$ cat src/rtl/srf_pkg.sv
package srf_pkg;

  // access size codes shared by write and read ports
  typedef enum logic [1:0] {
    SZ_BYTE = 2'b00,
    SZ_HALF = 2'b01,
    SZ_WORD = 2'b10,
    SZ_RSVD = 2'b11
  } acc_size_e;

  localparam int LANE_W = 8;

endpackage

$ cat src/rtl/srf_rst_sync.sv
module srf_rst_sync (
  input  logic clk,
  input  logic rst_n,
  output logic rst_q_n
);

  logic [1:0] sync_q;
  logic [1:0] sync_d;

  always_comb begin
    sync_d = {sync_q[0], 1'b1};
  end

  always_ff @(posedge clk or negedge rst_n) begin
    if (!rst_n) begin
      sync_q <= 2'b00;
    end else begin
      sync_q <= sync_d;
    end
  end

  assign rst_q_n = sync_q[1];

endmodule

$ cat src/rtl/srf_wr_decode.sv
module srf_wr_decode
  import srf_pkg::*;
#(
  parameter int NUM_REGS    = 8,
  parameter int XLEN        = 32,
  parameter int HIBYTE_REGS = 4,
  localparam int IDX_W = $clog2(NUM_REGS),
  localparam int LANES = XLEN / LANE_W
) (
  input  logic [IDX_W-1:0] idx,
  input  logic [1:0]       size,
  input  logic             hi,
  input  logic [XLEN-1:0]  data,
  output logic [LANES-1:0] lane_mask,
  output logic [XLEN-1:0]  lane_data,
  output logic             illegal
);

  localparam logic [IDX_W:0] HB_LIM = (IDX_W+1)'(HIBYTE_REGS);

  logic hb_ok;

  always_comb begin
    hb_ok = ({1'b0, idx} < HB_LIM);
  end

  always_comb begin
    lane_mask = '0;
    lane_data = data;
    illegal   = 1'b0;
    case (acc_size_e'(size))
      SZ_BYTE: begin
        lane_data = {LANES{data[LANE_W-1:0]}};
        if (hi) begin
          if (hb_ok) begin
            lane_mask[1] = 1'b1;
          end else begin
            illegal = 1'b1;
          end
        end else begin
          lane_mask[0] = 1'b1;
        end
      end
      SZ_HALF: begin
        lane_data    = {(LANES/2){data[2*LANE_W-1:0]}};
        lane_mask[1:0] = 2'b11;
      end
      SZ_WORD: begin
        lane_mask = '1;
      end
      default: begin
        illegal = 1'b1;
      end
    endcase
  end

  // a dropped write never enables a lane
  always_comb begin
    if (illegal) begin
      assert_no_lane_on_illegal_R5: assert (lane_mask == '0);
    end
  end

endmodule

$ cat src/rtl/srf_store.sv
module srf_store
  import srf_pkg::*;
#(
  parameter int NUM_REGS = 8,
  parameter int XLEN     = 32,
  localparam int LANES = XLEN / LANE_W
) (
  input  logic                              clk,
  input  logic                              rst_q_n,
  input  logic [NUM_REGS-1:0][LANES-1:0]    we_mask,
  input  logic [XLEN-1:0]                   wdata,
  output logic [NUM_REGS-1:0][XLEN-1:0]     q_all
);

  for (genvar r = 0; r < NUM_REGS; r++) begin : g_reg
    for (genvar l = 0; l < LANES; l++) begin : g_lane
      logic [LANE_W-1:0] lane_q;
      logic [LANE_W-1:0] lane_d;
      logic              lane_ce;

      always_comb begin
        lane_ce = we_mask[r][l];
        lane_d  = wdata[l*LANE_W +: LANE_W];
      end

      always_ff @(posedge clk or negedge rst_q_n) begin
        if (!rst_q_n) begin
          lane_q <= '0;
        end else if (lane_ce) begin
          lane_q <= lane_d;
        end
      end

      assign q_all[r][l*LANE_W +: LANE_W] = lane_q;
    end
  end

endmodule

$ cat src/rtl/srf_rd_extract.sv
module srf_rd_extract
  import srf_pkg::*;
#(
  parameter int NUM_REGS    = 8,
  parameter int XLEN        = 32,
  parameter int HIBYTE_REGS = 4,
  localparam int IDX_W = $clog2(NUM_REGS)
) (
  input  logic [NUM_REGS-1:0][XLEN-1:0] regs,
  input  logic [IDX_W-1:0]              idx,
  input  logic [1:0]                    size,
  input  logic                          hi,
  output logic [XLEN-1:0]               data
);

  localparam logic [IDX_W:0] HB_LIM = (IDX_W+1)'(HIBYTE_REGS);

  logic [XLEN-1:0] sel;
  logic            hb_ok;

  always_comb begin
    sel   = regs[idx];
    hb_ok = ({1'b0, idx} < HB_LIM);
  end

  always_comb begin
    data = '0;
    case (acc_size_e'(size))
      SZ_BYTE: begin
        if (!hi) begin
          data[LANE_W-1:0] = sel[LANE_W-1:0];
        end else if (hb_ok) begin
          data[LANE_W-1:0] = sel[2*LANE_W-1:LANE_W];
        end
      end
      SZ_HALF: begin
        data[2*LANE_W-1:0] = sel[2*LANE_W-1:0];
      end
      SZ_WORD: begin
        data = sel;
      end
      default: begin
        data = '0;
      end
    endcase
  end

  // narrow results carry no bits above their field
  always_comb begin
    if (size == 2'b00) begin
      assert_byte_zext_R7: assert (data[XLEN-1:LANE_W] == '0);
    end
    if (size == 2'b01) begin
      assert_half_zext_R7: assert (data[XLEN-1:2*LANE_W] == '0);
    end
    if (size == 2'b11) begin
      assert_rsvd_read_zero_R6: assert (data == '0);
    end
  end

endmodule

$ cat src/rtl/subword_regfile.sv
module subword_regfile
  import srf_pkg::*;
#(
  parameter int NUM_REGS    = 8,
  parameter int XLEN        = 32,
  parameter int HIBYTE_REGS = 4,
  localparam int IDX_W  = $clog2(NUM_REGS),
  localparam int LANES  = XLEN / LANE_W,
  localparam int NUM_RD = 2
) (
  input  logic             clk,
  input  logic             rst_n,
  input  logic             wr_en,
  input  logic [IDX_W-1:0] wr_idx,
  input  logic [1:0]       wr_size,
  input  logic             wr_hi,
  input  logic [XLEN-1:0]  wr_data,
  input  logic [IDX_W-1:0] ra_idx,
  input  logic [1:0]       ra_size,
  input  logic             ra_hi,
  output logic [XLEN-1:0]  ra_data,
  input  logic [IDX_W-1:0] rb_idx,
  input  logic [1:0]       rb_size,
  input  logic             rb_hi,
  output logic [XLEN-1:0]  rb_data,
  output logic             wr_err
);

  logic                          rst_q_n;
  logic [LANES-1:0]              lane_mask;
  logic [XLEN-1:0]               lane_data;
  logic                          wr_illegal;
  logic [NUM_REGS-1:0][LANES-1:0] we_mask;
  logic [NUM_REGS-1:0][XLEN-1:0] q_all;
  logic                          err_d;
  logic                          err_q;

  logic [NUM_RD-1:0][IDX_W-1:0]  rd_idx_v;
  logic [NUM_RD-1:0][1:0]        rd_size_v;
  logic [NUM_RD-1:0]             rd_hi_v;
  logic [NUM_RD-1:0][XLEN-1:0]   rd_data_v;

  srf_rst_sync u_rst_sync (
    .clk     (clk),
    .rst_n   (rst_n),
    .rst_q_n (rst_q_n)
  );

  srf_wr_decode #(
    .NUM_REGS    (NUM_REGS),
    .XLEN        (XLEN),
    .HIBYTE_REGS (HIBYTE_REGS)
  ) u_wr_decode (
    .idx       (wr_idx),
    .size      (wr_size),
    .hi        (wr_hi),
    .data      (wr_data),
    .lane_mask (lane_mask),
    .lane_data (lane_data),
    .illegal   (wr_illegal)
  );

  always_comb begin
    for (int r = 0; r < NUM_REGS; r++) begin
      if (wr_en && !wr_illegal && (wr_idx == IDX_W'(r))) begin
        we_mask[r] = lane_mask;
      end else begin
        we_mask[r] = '0;
      end
    end
  end

  srf_store #(
    .NUM_REGS (NUM_REGS),
    .XLEN     (XLEN)
  ) u_store (
    .clk     (clk),
    .rst_q_n (rst_q_n),
    .we_mask (we_mask),
    .wdata   (lane_data),
    .q_all   (q_all)
  );

  // error pulse: next state then register
  always_comb begin
    err_d = wr_en & wr_illegal;
  end

  always_ff @(posedge clk or negedge rst_q_n) begin
    if (!rst_q_n) begin
      err_q <= 1'b0;
    end else begin
      err_q <= err_d;
    end
  end

  assign wr_err = err_q;

  // read ports
  assign rd_idx_v  = {rb_idx, ra_idx};
  assign rd_size_v = {rb_size, ra_size};
  assign rd_hi_v   = {rb_hi, ra_hi};

  for (genvar p = 0; p < NUM_RD; p++) begin : g_rd
    srf_rd_extract #(
      .NUM_REGS    (NUM_REGS),
      .XLEN        (XLEN),
      .HIBYTE_REGS (HIBYTE_REGS)
    ) u_rd (
      .regs (q_all),
      .idx  (rd_idx_v[p]),
      .size (rd_size_v[p]),
      .hi   (rd_hi_v[p]),
      .data (rd_data_v[p])
    );
  end

  assign ra_data = rd_data_v[0];
  assign rb_data = rd_data_v[1];

  // error follows a dropped write by one cycle
  assert_err_follows_R5: assert property (@(posedge clk) disable iff (!rst_q_n)
    wr_err |-> $past(wr_en));

  assert_err_after_drop_R6: assert property (@(posedge clk) disable iff (!rst_q_n)
    (wr_en && (wr_size == 2'b11)) |=> wr_err);

  for (genvar r = 0; r < NUM_REGS; r++) begin : g_chk
    assert_untargeted_stable_R9: assert property (@(posedge clk) disable iff (!rst_q_n)
      !(wr_en && (wr_idx == IDX_W'(r))) |=> $stable(q_all[r]));

    assert_word_store_R2: assert property (@(posedge clk) disable iff (!rst_q_n)
      (wr_en && (wr_idx == IDX_W'(r)) && (wr_size == 2'b10)) |=> (q_all[r] == $past(wr_data)));

    assert_half_keeps_top_R3: assert property (@(posedge clk) disable iff (!rst_q_n)
      (wr_en && (wr_idx == IDX_W'(r)) && (wr_size == 2'b01))
        |=> ($stable(q_all[r][XLEN-1:16]) && (q_all[r][15:0] == $past(wr_data[15:0]))));

    assert_low_byte_merge_R4: assert property (@(posedge clk) disable iff (!rst_q_n)
      (wr_en && (wr_idx == IDX_W'(r)) && (wr_size == 2'b00) && !wr_hi)
        |=> ($stable(q_all[r][XLEN-1:8]) && (q_all[r][7:0] == $past(wr_data[7:0]))));

    assert_high_byte_merge_R4: assert property (@(posedge clk) disable iff (!rst_q_n)
      (wr_en && (wr_idx == IDX_W'(r)) && (wr_size == 2'b00) && wr_hi && (r < HIBYTE_REGS))
        |=> ($stable(q_all[r][XLEN-1:16]) && $stable(q_all[r][7:0])
             && (q_all[r][15:8] == $past(wr_data[7:0]))));

    assert_upper_hibyte_drop_R5: assert property (@(posedge clk) disable iff (!rst_q_n)
      (wr_en && (wr_idx == IDX_W'(r)) && (wr_size == 2'b00) && wr_hi && (r >= HIBYTE_REGS))
        |=> ($stable(q_all[r]) && wr_err));
  end

endmodule

$ cat config.mk
export PLATFORM = sky130hd
export DESIGN_NAME = subword_regfile
export DESIGN_NICKNAME = d
export VERILOG_FILES = /design/src/rtl/srf_pkg.sv /design/src/rtl/srf_rst_sync.sv /design/src/rtl/srf_wr_decode.sv /design/src/rtl/srf_store.sv /design/src/rtl/srf_rd_extract.sv /design/src/rtl/subword_regfile.sv
export SDC_FILE = /design/constraint.sdc
export NUM_CORES = 1
export LEC_CHECK = 0
export ABC_AREA = 1
export BUFFER_PORTS_ARGS = -buffer_cell sky130_fd_sc_hd__buf_2
export CORE_ASPECT_RATIO = 0.75
export CORE_UTILIZATION = 62
export CTS_CLUSTER_SIZE = 28
export DETAILED_ROUTE_END_ITERATION = 6
export PLACE_DENSITY = 0.91
export SETUP_SLACK_MARGIN = 0.5
export SYNTH_ARGS = -nofsm -noshare
export SYNTH_HDL_FRONTEND = slang
export SYNTH_HIERARCHICAL = 1
export SYNTH_SLANG_ARGS = --single-unit
$ cat constraint.sdc
create_clock -name clk -period 10.3 [get_ports clk]
set_input_delay 2.06 -clock clk [delete_from_list [all_inputs] [get_ports clk]]
set_output_delay 2.06 -clock clk [all_outputs]
set_load 0.02 [all_outputs]
==> metrics.md, run 1 <==
| Metric | Value |
|---|---|
| Sequential fraction of the synthesis area | 0.3805 |
| Final period utilization | 0.7296 |
| Worst hold stages | 0 |
| Asr flop ratio synth | 1.000 |
| Fin nets | 2695 |
| Placeable Area | roughly 27000 µm² |
| Vias | ~18k |
| Final setup vio count | 0 |
| Hold-fix buffers at CTS | 0 |
| Post-Syn Nets | roughly 2.7k |
| Syn avg cell area | roughly 6.4 µm² |
| Drt first pass iters | 7 |
| FP Rows | 52 |
| # diodes | 0 |
| Clock Path Buffers | 3 |
| Area of the multi-input gates | roughly 8300 µm² |
| H-tree depth | 1 |
| Top Usage Layer GRT | met2 |
| Global route overflow | 0 |
| Vias per cell | ~6 |
| FF-to-FF path depth | 2 |
| Worst-Margin Slew | about 1300 ps |
| Gpl congestion | approximately 1 |
| Crit path launch type | input port |
| Share of layout cells above drive strength 1 | 0.1095 |
| Post-synth top flop | dfrtp_1 |
| Slew headroom | 0.1585 |
| Hold violation total from the final report | 0 |
| P&R area growth vs syn | 4.775% |
| Pwr Density | between 150 and 200 nW/µm² |
| Layout fillers | between 2k and 2.5k |
| Die width | ~190 µm |
| Post-route setup TNS | 0 ps |
| Max Fclk | approximately 0.13 GHz |
| Synth warn | 6 |
| Lkg Pwr | 9.875 nW |
| Hold Path Class | reg -> reg |
| Clk slew on worst S/H paths | 60 ps |
| Critical Path Fanout Max | 72 |
| Cells after Synth | 2645 |
| Routed WL per cell | approximately 19 µm |
| Max Cap Viol | 0 |
| DIE AREA | ~28000 µm² |
| DRT iter0 DRCs | ~3.3k |
| Synthesized cell area | between 15000 and 20000 µm² |
| FF+latch area | 6485 µm² |
| Number of buffers created by CTS | 27 |
| Final Max Slew Viols | 0 |
| Total Power | slightly above 0.003 W |
| M1 GR Usage | 0.5595 |
| PnR worst setup slack | between 2000 and 3000 ps |
| Port bufs | 117 |
| Status | finished, violations left |
| Synth area leader | dfrtp_1 |
| Crit end category | primary output |
| Starting Density | 0.6308 |
| Post-synth top cells | nand2_1 (1154), nor2_1 (281), dfrtp_1 (259) |
| Largest net degree at the start of global routing | between 150 and 200 |
| Most common cell in the netlist | nand2_1 |
| Global-route wire length before repair | around 87 mm |
| Clk_skew | 12.45 ps |
| Share of the synthesized area in the top cell type | 0.3805 |
| Main area contributors after synthesis | dfrtp_1 (38%), nand2_1 (25%), nor2_1 (6.2%) |
| Hold endpoint | u_rst_sync/sync_q[1]$_DFF_PN0_ |
| Met2 global-route usage | 0.5681 |
| Worst r2r src | u_rst_sync/sync_q[1]$_DFF_PN0_ |
| WL final | around 56 mm |
| Clock sinks | 259 |
| Seq cells post-synth | roughly 260 |
| RSZ-0062 raised after global routing | no |
| Post-detail-place hpwl | approximately 37 mm |
| Initial antenna violation count | 0 |
| CTS tree | done |
| Req. time, crit path | 8240 ps |
| Critical path class | in -> out |
| Post-route DRC | 8 |
| R2R Path End | u_store/g_reg[6].g_lane[1].lane_q[5]$_DFFE_PN0P_ |
| Post-CTS Setup Repair Bufs | 0 |
| Die Y | about 150 µm |
| Worst reg-to-reg setup slack | 8180 ps |
| VDD IR max | 0.1407 mV |
| Vias in the first global route | ~16k |
| Clk root buf | clkbuf_16 |
| Netlist cell types | 29 |
| Failing checks | DRC |
| M3 GR Usage | 0.1200 |
| Post-DRT Antenna Nets | 0 |
| Post-CTS Resized | 0 |
| Pre-CTS setup slack | between 2000 and 3000 ps |
| EDFF count, synth | 0 |
| Ports | between 100 and 150 |
| WP data arrival | ~5500 ps |
| Clk_lat worst skew | about 550 ps |
| Min-delay src | u_rst_sync/sync_q[0]$_DFF_PN0_ |
| GRT Util Overall | 0.3931 |
| Final Hold Slack | about 370 ps |
| Min Tclk post-route | ~7500 ps |
==> cells in the final DEF (no fill, tap or decap), types with 2 or more instances in the layout <==
cell type,Yosys,final
clkbuf_1,30,8
nor2_1,281,281
nand2_2,38,38
o22ai_1,80,80
o21ai_1,32,32
a21oi_1,18,18
nor3_2,10,12
inv_1,219,219
nand3_2,16,16
nand3_1,124,124
ha_1,11,11
nor3_1,14,12
inv_8,2,2
clkbuf_16,0,27
buf_2,45,115
inv_2,37,35
clkinv_2,0,8
o21ai_0,161,161
nand2_1,1154,1154
clkbuf_8,0,5
dfrtp_1,259,258
buf_4,23,24
==> final cells by class <==
| cell class | count | share of cell area |
|---|---|---|
| clock buffers | 40 | 0.04340 |
| clock inverters | 7 | 0.002103 |
| inverters | 259 | 0.05574 |
| multi-input cells | 1944 | 0.4673 |
| flip-flops and latches | 259 | 0.3634 |
| well taps | 351 | 0.02461 |
| repair buffers | 140 | 0.04347 |
==> state kept, by name, indices dropped and copies added, names as in the netlist <==
name                     flops
u_store/g.g_lane.lane_q    256
u_rst_sync/sync_q            2
wr_err                       1
==> report_power, final <==
| part | leakage (nW) | internal, W | switching [W] |
|---|---|---|---|
| Combinational | 6.03 | 0.000241 | 0.000514 |
| Sequential | 3.44 | 0.00121 | 0.000176 |
| Clock | 0.402 | 0.000516 | 0.000412 |
| Total | 9.88 | 0.00196 | 0.00110 |
==> metrics by stage <==
step / cell area, µm² / util / std cells
2_1_floorplan: 17030 / - / 2645
3_3_place_gp: 17030 / 0.6308 / 2953
3_5_place_dp: 17030 / 0.6308 / 2953
4_1_cts: 17840 / 0.6609 / 3000
5_1_grt: 17840 / 0.6609 / 3000
6_report: 17840 / 0.6609 / 3000
==> critical path, cell delays in order <==
cell and delay (ps):
buf_4 570, clkinv_2 1070, buf_4 650, nand2_1 130, nand3_1 80, nand2_1 120, nand2_1 120, nand2_1 100
nand2_1 50, nand2_1 70, inv_1 40, nor2_1 150, buf_2 200
==> cell families (layout without fill, tap and decap cells) <==
group,after synthesis,after routing,share of synthesized area
buffers and inverters,442,446,0.1305
DFF,259,259,0.3805
other,1,1,0.0002202
AOI/OAI and AO/OA,291,291,0.09139
adders and majority gates,11,11,0.008081
and+or+nand+nor,1641,1641,0.3893
==> worst max path at each step <==
stage | endpoint | slack, ps | cells past startpoint | startpoint
2_1_floorplan | u_store/g_reg[0].g_lane[0].lane_q[0]$_DFFE_PN0P_ | 2550 | 0 | u_rst_sync/sync_q[1]$_DFF_PN0_
3_3_place_gp | ra_data[7] | 3060 | 13 | ra_idx[0]
3_5_place_dp | ra_data[7] | 2990 | 13 | ra_idx[0]
4_1_cts | ra_data[7] | 2990 | 13 | ra_idx[0]
5_1_grt | ra_data[7] | 2640 | 13 | ra_idx[0]
6_report | ra_data[7] | 2790 | 13 | ra_idx[0]
==> layer usage <==
layer / vias up / share of wire
li1: 8076 / -
met3: 218 / 0.17
met4: 0 / 0.035
met5: - / 0
met1: 8257 / 0.38
met2: 1473 / 0.42
No activity file was read; power rests on OpenSTA's default activity.
==> inputs of run 2 (changes only) <==
ABC_AREA = 0   (was 1)
CORE_UTILIZATION = 55   (was 62)
PLACE_DENSITY = 0.86   (was 0.91)
clock period = 6.66 ns   (was 10.3 ns; I/O delays follow)
==> metrics.md, run 2 <==
| Metric | Value |
|---|---|
| Slew headroom | 0.2308 |
| Worst reg-to-reg setup slack | 4660 ps |
| WP data arrival | approximately 3500 ps |
| Synth warn | 6 |
| Fin nets | 1196 |
| Main area contributors after synthesis | dfrtp_1 (42%), mux2_2 (21%), mux4_2 (12%) |
| Port bufs | approximately 120 |
| Vias per cell | 6.509 |
| Starting Density | 0.5621 |
| H-tree depth | 1 |
| Drt first pass iters | 5 |
| Largest Register | u_store/g.g_lane.lane_q |
| Clk root buf | clkbuf_16 |
| RSZ-0062 raised after global routing | no |
| Status | completed |
| Final period utilization | 0.7259 |
| Syn avg cell area | between 10 and 15 µm² |
| Commonest cells after routing, fill and taps aside | mux2_2 (286), dfrtp_1 (258), buf_2 (115) |
| Share of layout cells above drive strength 1 | 0.4883 |
| Asr flop ratio synth | 1.000 |
| Synth area leader | dfrtp_1 |
| Synthesized cell area | between 15000 and 20000 µm² |
| Crit path launch type | input port |
| Initial antenna violation count | 4 |
| DRT iter0 DRCs | roughly 900 |
| Routed WL per cell | 26.09 µm |
| Max FFs per register | approximately 260 |
| Clk_lat worst skew | 530 ps |
| WL final | between 30 and 40 mm |
| Pwr Density | roughly 290 nW/µm² |
| Post-synth top cells | mux2_2 (286), dfrtp_1 (259), mux4_2 (84) |
| Post-Syn Nets | ~1.1k |
| EDFF count, synth | 0 |
| Post-DRT Antenna Nets | 0 |
| CTS tree | done |
| Slowest CP cell | buf_2 |
| Req. time, crit path | 5330 ps |
| Cells after Synth | 1067 |
| CP most frequent cell | buf_2 |
| Post-route setup TNS | 0 ps |
| Gpl congestion | just under 0.9 |
| Most common cell in the netlist | mux2_2 |
| Hold-fix buffers at CTS | 0 |
| Lkg Pwr | 7.518 nW |
| FP Rows | 52 |
| Clock sinks | roughly 260 |
| Total Power | 0.004760 W |
| Sequential fraction of the synthesis area | 0.4250 |
| Clk_skew | between 15 and 20 ps |
| Vias in the first global route | slightly above 10k |
| Number of buffers created by CTS | 26 |
| Max Fclk | ~0.21 GHz |
| Critical Path Fanout Max | 30 |
| Ports | roughly 120 |
| Final Max Slew Viols | 0 |
| Clk slew on worst S/H paths | about 60 ps |
| Crit-path cells | buf_2, buf_4, mux4_1, nand2_1, o41ai_2, buf_2 |
| Share of the synthesized area in the top cell type | 0.4250 |
| Hold Path Class | reg -> reg |
| Commonest non-fill, non-tap cell in the layout | mux2_2 |
| Layout fillers | just under 2k |
| Global route overflow | 0 |
| Placeable Area | approximately 27000 µm² |
| Seq cells post-synth | ~260 |
| Min Tclk post-route | between 4000 and 5000 ps |
| Largest net degree at the start of global routing | slightly below 200 |
| Post-detail-place hpwl | 26.26 mm |
| Vias | 9803 |
| Netlist cell types | 44 |
| Post-CTS Setup Repair Bufs | 0 |
| Worst-Margin Slew | 1154 ps |
| GRT Util Overall | 0.2823 |
| Clock Path Buffers | 3 |
| Die Y | approximately 150 µm |
| VDD IR max | 0.2920 mV |
| Global-route wire length before repair | 61.05 mm |
| Max Cap Viol | 0 |
| Crit end category | primary output |
| Post-route DRC | 0 |
| P&R area growth vs syn | 7.925% |
| Die width | a little under 200 µm |
| Post-synth top flop | dfrtp_1 |
| Hold violation total from the final report | 0 |
| Critical Path Max Stage Delay | 620 ps |
| Critical path class | in -> out |
| Post-CTS Resized | 0 |
| DIE AREA | roughly 28000 µm² |
| Final setup vio count | 0 |
==> run 2: area by class of cell <==
type,instances,area (µm²),area share
Inverter,9,33.78,0.002052
Timing Repair Buffer,129,693.2,0.04211
Clock inverter,9,103.9,0.006309
Sequential cell,259,6485,0.3940
Tap cell,351,439.2,0.02668
Antenna cell,4,10.01,0.0006081
Multi-Input combinational cell,707,7938,0.4823
Clock buffer,38,757.0,0.04599
==> run 2: stage by stage <==
stage	cells	instance area [µm²]	util	setup slack [ps]	hold WS (ps)
3_5_place_dp	1455	15590	0.5746	1854	338.6
3_3_place_gp	1455	15590	0.5746	1888	342.1
5_1_grt	1505	16460	0.6066	1730	365.4
4_1_cts	1502	16450	0.6063	1852	359.5
6_report	1506	16460	0.6067	1826	356.2
2_1_floorplan	1067	15250	-	2411	331.1
==> run 2: logic make-up after synthesis <==
kind of cell | after synthesis | synth area share
compound gates | 67 | 0.02978
fa+ha+maj | 11 | 0.009024
buf+inv | 101 | 0.05603
flops | 259 | 0.4250
mux | 448 | 0.4163
other cells | 1 | 0.0002459
simple gates | 180 | 0.06366
==> run 2: worst paths after layout <==
path | from | end | depth (start not counted)
min in group asynchronous | u_rst_sync/sync_q[1]$_DFF_PN0_ | u_store/g_reg[3].g_lane[3].lane_q[2]$_DFFE_PN0P_ | 0
worst max-delay path | rb_idx[1] | rb_data[0] | 6
worst min-delay path | u_rst_sync/sync_q[0]$_DFF_PN0_ | u_rst_sync/sync_q[1]$_DFF_PN0_ | 0
worst max register to register | u_rst_sync/sync_q[1]$_DFF_PN0_ | u_store/g_reg[4].g_lane[0].lane_q[7]$_DFFE_PN0P_ | 1
worst min register to register | u_rst_sync/sync_q[0]$_DFF_PN0_ | u_rst_sync/sync_q[1]$_DFF_PN0_ | 0
max in group asynchronous | u_rst_sync/sync_q[1]$_DFF_PN0_ | u_store/g_reg[4].g_lane[0].lane_q[7]$_DFFE_PN0P_ | 1
==> run 2: layer usage <==
layer	global-route usage	part of all wire	wire length [µm]
met5	0	0	0
met4	0.09643	0.033	1283
met3	0.08201	0.096	3768
met2	0.4302	0.45	17800
met1	0.3902	0.42	16430
==> run 2: power by group <==
group	leakage, nW	switching (W)	internal [W]
Clock	0.418	0.000616	0.000865
Combinational	3.70	0.000496	0.000637
Sequential	3.40	0.000245	0.00190
==> run 2: critical path, delay by kind of cell <==
family	cells	cell delay, ps
compound gates	1	120
buf+inv	3	1370
simple gates	1	170
mux	1	470
